===== config.mk =====
export PLATFORM = sky130hd
export DESIGN_NAME = ipi_mailbox
export DESIGN_NICKNAME = d
export VERILOG_FILES = /design/src/rtl/ipi_mbox_pkg.sv /design/src/rtl/ipi_bus_decode.sv /design/src/rtl/ipi_mbox_slot.sv /design/src/rtl/ipi_read_mux.sv /design/src/rtl/ipi_mailbox.sv
export SDC_FILE = /design/constraint.sdc
export NUM_CORES = 1
export LEC_CHECK = 0
export CAP_MARGIN = 10
export CORE_MARGIN = 2
export CORE_UTILIZATION = 55
export CTS_BUF_LIST = sky130_fd_sc_hd__clkbuf_16
export DETAILED_ROUTE_END_ITERATION = 12
export DONT_BUFFER_PORTS = 1
export PLACE_DENSITY = 0.72
export SYNTH_ARGS = -nofsm -noshare
export SYNTH_HDL_FRONTEND = slang
export SYNTH_SLANG_ARGS = --single-unit
export TNS_END_PERCENT = 50

===== constraint.sdc =====
create_clock -name clk -period 3.36 [get_ports clk]
set_clock_uncertainty 0.05 [all_clocks]
set_input_delay 0.336 -clock clk [delete_from_list [all_inputs] [get_ports clk]]
set_output_delay 0.336 -clock clk [all_outputs]
set_load 0.02 [all_outputs]

===== src/rtl/ipi_mbox_pkg.sv =====
// Package: shared field positions and the mailbox record type for the
// inter-core doorbell. Assumes 32-bit word accesses.
package ipi_mbox_pkg;

    localparam int WORD_W   = 32;
    localparam int IDX_W    = 14;  // width of sender/destination fields
    localparam int DATA_W   = 16;

    localparam int BIT_ACK  = 31;
    localparam int BIT_SEND = 30;
    localparam int IDX_LSB  = 16;
    localparam int IDX_MSB  = IDX_LSB + IDX_W - 1;

    typedef struct packed {
        logic              pend;
        logic [IDX_W-1:0]  src;
        logic [DATA_W-1:0] data;
    } mbox_t;

    // Packs a mailbox record into its bus word; bit 31 is reserved zero.
    function automatic logic [WORD_W-1:0] mbox_word(input mbox_t m);
        return {1'b0, m.pend, m.src, m.data};
    endfunction

endpackage


===== src/rtl/ipi_bus_decode.sv =====
// Module: splits a bus access into a command-word write from one core and
// the fields of that command. Assumes byte addresses with the core index
// above bit 2 and word alignment required.
module ipi_bus_decode
    import ipi_mbox_pkg::*;
#(
    parameter int N_CORES = 4,
    localparam int CORE_W = (N_CORES > 1) ? $clog2(N_CORES) : 1,
    localparam int ADDR_W = CORE_W + 3
) (
    input  logic [ADDR_W-1:0] bus_addr,
    input  logic              bus_we,
    input  logic [WORD_W-1:0] bus_wdata,
    output logic              aligned,
    output logic              core_ok,
    output logic              sel_mbox,
    output logic [CORE_W-1:0] acc_core,
    output logic              cmd_wr,
    output logic              cmd_ack,
    output logic              cmd_send,
    output logic [CORE_W-1:0] dst_core,
    output logic [DATA_W-1:0] cmd_data
);

    logic [IDX_W-1:0] dst_raw;
    logic             dst_ok;

    assign acc_core = bus_addr[ADDR_W-1:3];
    assign sel_mbox = bus_addr[2];
    assign aligned  = (bus_addr[1:0] == 2'b00);

    // Range check of the accessed core, constant-true when N is a power of two
    generate
        if (N_CORES == (1 << CORE_W)) begin : g_full
            assign core_ok = 1'b1;
        end else begin : g_part
            assign core_ok = (int'(acc_core) < N_CORES);
        end
    endgenerate

    assign dst_raw  = bus_wdata[IDX_MSB:IDX_LSB];
    assign dst_ok   = (int'(dst_raw) < N_CORES);
    assign dst_core = dst_raw[CORE_W-1:0];
    assign cmd_data = bus_wdata[DATA_W-1:0];

    // Qualify a command write and its two flags
    always_comb begin
        cmd_wr   = bus_we && aligned && core_ok && !sel_mbox;
        cmd_ack  = cmd_wr && bus_wdata[BIT_ACK];
        cmd_send = cmd_wr && bus_wdata[BIT_SEND] && dst_ok;
    end

endmodule


===== src/rtl/ipi_mbox_slot.sv =====
// Module: one core's mailbox register. A send that targets this slot wins
// over an acknowledge in the same cycle (acknowledge first, then send).
module ipi_mbox_slot
    import ipi_mbox_pkg::*;
(
    input  logic              clk,
    input  logic              rst_n,
    input  logic              ack_own,
    input  logic              send_hit,
    input  logic [IDX_W-1:0]  src_idx,
    input  logic [DATA_W-1:0] payload,
    output mbox_t             mbox
);

    // Hold, load on send, or drop the pending flag on acknowledge
    always_ff @(posedge clk) begin
        if (!rst_n) begin
            mbox <= '0;
        end else if (send_hit) begin
            mbox.pend <= 1'b1;
            mbox.src  <= src_idx;
            mbox.data <= payload;
        end else if (ack_own) begin
            mbox.pend <= 1'b0;
        end
    end

endmodule


===== src/rtl/ipi_read_mux.sv =====
// Module: read data path. Only aligned, in-range mailbox words return data;
// command words and everything else read zero.
module ipi_read_mux
    import ipi_mbox_pkg::*;
#(
    parameter int N_CORES = 4,
    localparam int CORE_W = (N_CORES > 1) ? $clog2(N_CORES) : 1
) (
    input  logic              aligned,
    input  logic              core_ok,
    input  logic              sel_mbox,
    input  logic [CORE_W-1:0] acc_core,
    input  mbox_t             mbox [N_CORES],
    output logic [WORD_W-1:0] rdata
);

    // Select the addressed mailbox word or return zero
    always_comb begin
        rdata = '0;
        if (aligned && core_ok && sel_mbox) begin
            rdata = mbox_word(mbox[acc_core]);
        end
    end

endmodule


===== src/rtl/ipi_mailbox.sv =====
// Module: top of the inter-core doorbell. Each core has a command word at
// core*8 and a mailbox word at core*8+4. Assumes single-cycle writes and
// combinational reads; the interrupt lines come straight from pending flags.
module ipi_mailbox
    import ipi_mbox_pkg::*;
#(
    parameter int N_CORES = 4,
    localparam int CORE_W = (N_CORES > 1) ? $clog2(N_CORES) : 1,
    localparam int ADDR_W = CORE_W + 3
) (
    input  logic               clk,
    input  logic               rst_n,
    input  logic [ADDR_W-1:0]  bus_addr,
    input  logic               bus_we,
    input  logic [WORD_W-1:0]  bus_wdata,
    output logic [WORD_W-1:0]  bus_rdata,
    output logic [N_CORES-1:0] irq_o
);

    logic              aligned, core_ok, sel_mbox;
    logic [CORE_W-1:0] acc_core, dst_core;
    logic              cmd_wr, cmd_ack, cmd_send;
    logic [DATA_W-1:0] cmd_data;
    logic [IDX_W-1:0]  src_idx;
    mbox_t             mbox [N_CORES];

    ipi_bus_decode #(.N_CORES(N_CORES)) u_dec (
        .bus_addr (bus_addr),
        .bus_we   (bus_we),
        .bus_wdata(bus_wdata),
        .aligned  (aligned),
        .core_ok  (core_ok),
        .sel_mbox (sel_mbox),
        .acc_core (acc_core),
        .cmd_wr   (cmd_wr),
        .cmd_ack  (cmd_ack),
        .cmd_send (cmd_send),
        .dst_core (dst_core),
        .cmd_data (cmd_data)
    );

    assign src_idx = IDX_W'(acc_core);

    // One mailbox per core, steered by writer index and destination index
    generate
        for (genvar i = 0; i < N_CORES; i++) begin : g_slot
            logic ack_i, send_i;
            assign ack_i  = cmd_ack  && (acc_core == CORE_W'(i));
            assign send_i = cmd_send && (dst_core == CORE_W'(i));

            ipi_mbox_slot u_slot (
                .clk     (clk),
                .rst_n   (rst_n),
                .ack_own (ack_i),
                .send_hit(send_i),
                .src_idx (src_idx),
                .payload (cmd_data),
                .mbox    (mbox[i])
            );

            assign irq_o[i] = mbox[i].pend;
        end
    endgenerate

    ipi_read_mux #(.N_CORES(N_CORES)) u_rd (
        .aligned (aligned),
        .core_ok (core_ok),
        .sel_mbox(sel_mbox),
        .acc_core(acc_core),
        .mbox    (mbox),
        .rdata   (bus_rdata)
    );

endmodule


==> results.json <==
{
  "cp-start-kind": "register",
  "finalSetupViolCount": 0,
  "largest_reg_flops": 76,
  "hold_violations": 0,
  "final_core_utilization_pct": 60.67,
  "first_pass_iters": 4,
  "fin_cells": 413,
  "final_cell_mix": "nand2_1 (92), dfxtp_1 (76), mux2i_1 (72)",
  "dp_hpwl_um": 4413,
  "track_usage_pct": 20.14,
  "slew_violations": 0,
  "ant_nets": 0,
  "grt-ovfl-total": 0,
  "crit_required_ns": 2.97,
  "syn-cell-area_mm2": 0.003626,
  "hold_buffers": 0,
  "antennaDiodeCount": 0,
  "leakage_uw": 0.001372,
  "peakVddDrop_mv": 0.2941,
  "wl_per_cell_um": 17.03,
  "htree_levels": 3,
  "status": "finished clean",
  "gp_congestion": 0.7442,
  "cts_setup_buffers": 0,
  "cts.repair.resized": 0,
  "syn_to_final_growth_pct": 6.246,
  "hold_ws_ns": 0.08102,
  "crit_path_end_kind": "primary output",
  "place.port_buffers": 0,
  "min_path_type": "primary input to register",
  "yosysWarnings": 0,
  "grt_max_degree": 95,
  "antenna_found_initial": 0,
  "layout_min_cycle_time_ns": 1.871,
  "worstPathMaxFanout": 3,
  "drive_gt1_share_pct": 14.29,
  "io_pins": 76,
  "power_uw": 1969,
  "dp.cells": 397,
  "syn_avg_cell_area_um2": 10.48,
  "fp.dieArea_mm2": 0.007258,
  "cts_root_buf": "clkbuf_16",
  "clockBufferDepth": 2,
  "synth_top_cell_area_share_pct": 41.96,
  "worstSkewPairLatency_ns": 0.32,
  "fin_nets": 371,
  "netlist.top_cell.by_area": "dfxtp_1",
  "numCtsBuffers": 9,
  "fillers": 502,
  "grt_pass1_vias": 2340,
  "layout_commonest_cell": "nand2_1",
  "cts_sinks": 76,
  "die_w_um": 85.20,
  "netlist_instances": 346,
  "cts_tree": "done",
  "placementRows": 29,
  "cp_data_arrival_time_ns": 1.48,
  "max_freq_mhz": 534.6,
  "ys_ff_latch": 76,
  "start_util_pct": 57.10,
  "synth_cell_type_count": 22,
  "p_per_area_mw_per_mm2": 511.2,
  "wl_um": 7032,
  "setup_tns_ns": 0,
  "path_class": "register to primary output",
  "fp.coreArea_mm2": 0.006350,
  "maxCapViolCount": 0,
  "num_vias": 2396,
  "drtIter0Drc": 167,
  "ys_seq_area_share_pct": 41.96,
  "die_h_um": 85.20,
  "fin_crit_sh_pct": 55.67,
  "top_regs": "g_slot.u_slot.mbox x76",
  "drt_drc_violations_left": 0,
  "vias_per_cell": 5.801,
  "rsz0062_at_grt": "no",
  "synth.area.top_cells": "dfxtp_1 (42%), mux2i_1 (20%), mux4_2 (12%)",
  "grt_pass1_wl_um": 11480,
  "clkTransAtPathRegs_ns": 0.06,
  "largest_register": "g_slot.u_slot.mbox"
}
cell families (layout without fill, tap and decap cells):
| logic type | Yosys count | after routing | synth area share [%] |
|---|---|---|---|
| compound gates | 8 | 8 | 1.725 |
| buf+inv | 46 | 24 | 8.799 |
| flops | 76 | 76 | 41.96 |
| mux | 91 | 91 | 31.68 |
| other cells | 1 | 13 | 0.1034 |
| simple gates | 124 | 124 | 15.74 |
Yosys cell counts:
cell and instances:
and3_1 19, buf_1 2, buf_12 3, buf_2 6
buf_4 20, buf_6 2, clkbuf_1 11, conb_1 1
dfxtp_1 76, inv_1 2, mux2i_1 72, mux4_2 19
nand2_1 92, nand2_2 1, nand3_1 2, nor2_1 2
nor3_1 2, nor4_1 3, nor4b_2 2, nor4b_4 1
o21a_1 6, o31a_1 2
stage by stage:
stage          cell area [um^2]  worst slack (ns)
6_report                   3852             1.489
5_1_grt                    3852             1.466
4_1_cts                    3852             1.475
3_5_place_dp               3527             1.472
3_3_place_gp               3527             1.530
2_1_floorplan              3671             1.418
path summary, 6_finish.rpt:
kind	from	end	slack [ns]	cells after the start
setup / recovery	g_slot[3].u_slot.mbox[30]$_SDFFE_PN0P_	bus_rdata[30]	1.49	2
hold reg to reg	g_slot[3].u_slot.mbox[14]$_SDFFE_PN0P_	g_slot[3].u_slot.mbox[14]$_SDFFE_PN0P_	0.40	2
hold / removal	rst_n	g_slot[2].u_slot.mbox[30]$_SDFFE_PN0P_	0.08	1
setup reg to reg	g_slot[0].u_slot.mbox[30]$_SDFFE_PN0P_	g_slot[0].u_slot.mbox[30]$_SDFFE_PN0P_	2.49	2
critical path, stage by stage, from the launching register on:
cell and delay [ns]:
dfxtp_1 0.39, mux4_2 0.50, and3_1 0.27
power by group:
group | leakage [uW] | switching (uW) | internal [uW] | total, uW
clock network | 0.000160 | 365 | 655 | 1020
registers | 0.000612 | 0.00132 | 901 | 901
logic | 0.000601 | 31.0 | 17.5 | 48.5
area by class of cell:
class	instances	area [um^2]	share of cell area [%]
clock buffer	9	225.2	5.846
clock inverter	7	100.1	2.598
inverter	2	7.507	0.1949
multi-input combinational	236	1857	48.20
sequential	76	1521	39.49
tap	77	96.34	2.501
timing repair buffer	6	45.04	1.169
routing by layer:
layer / wire length (um) / GRT usage (%)
met1: 3054 / 25.09
met2: 3496 / 33.52
met3: 382 / 4.864
met4: 99 / 8.369
met5: 0 / 0
(Power assumes the default switching activity.)
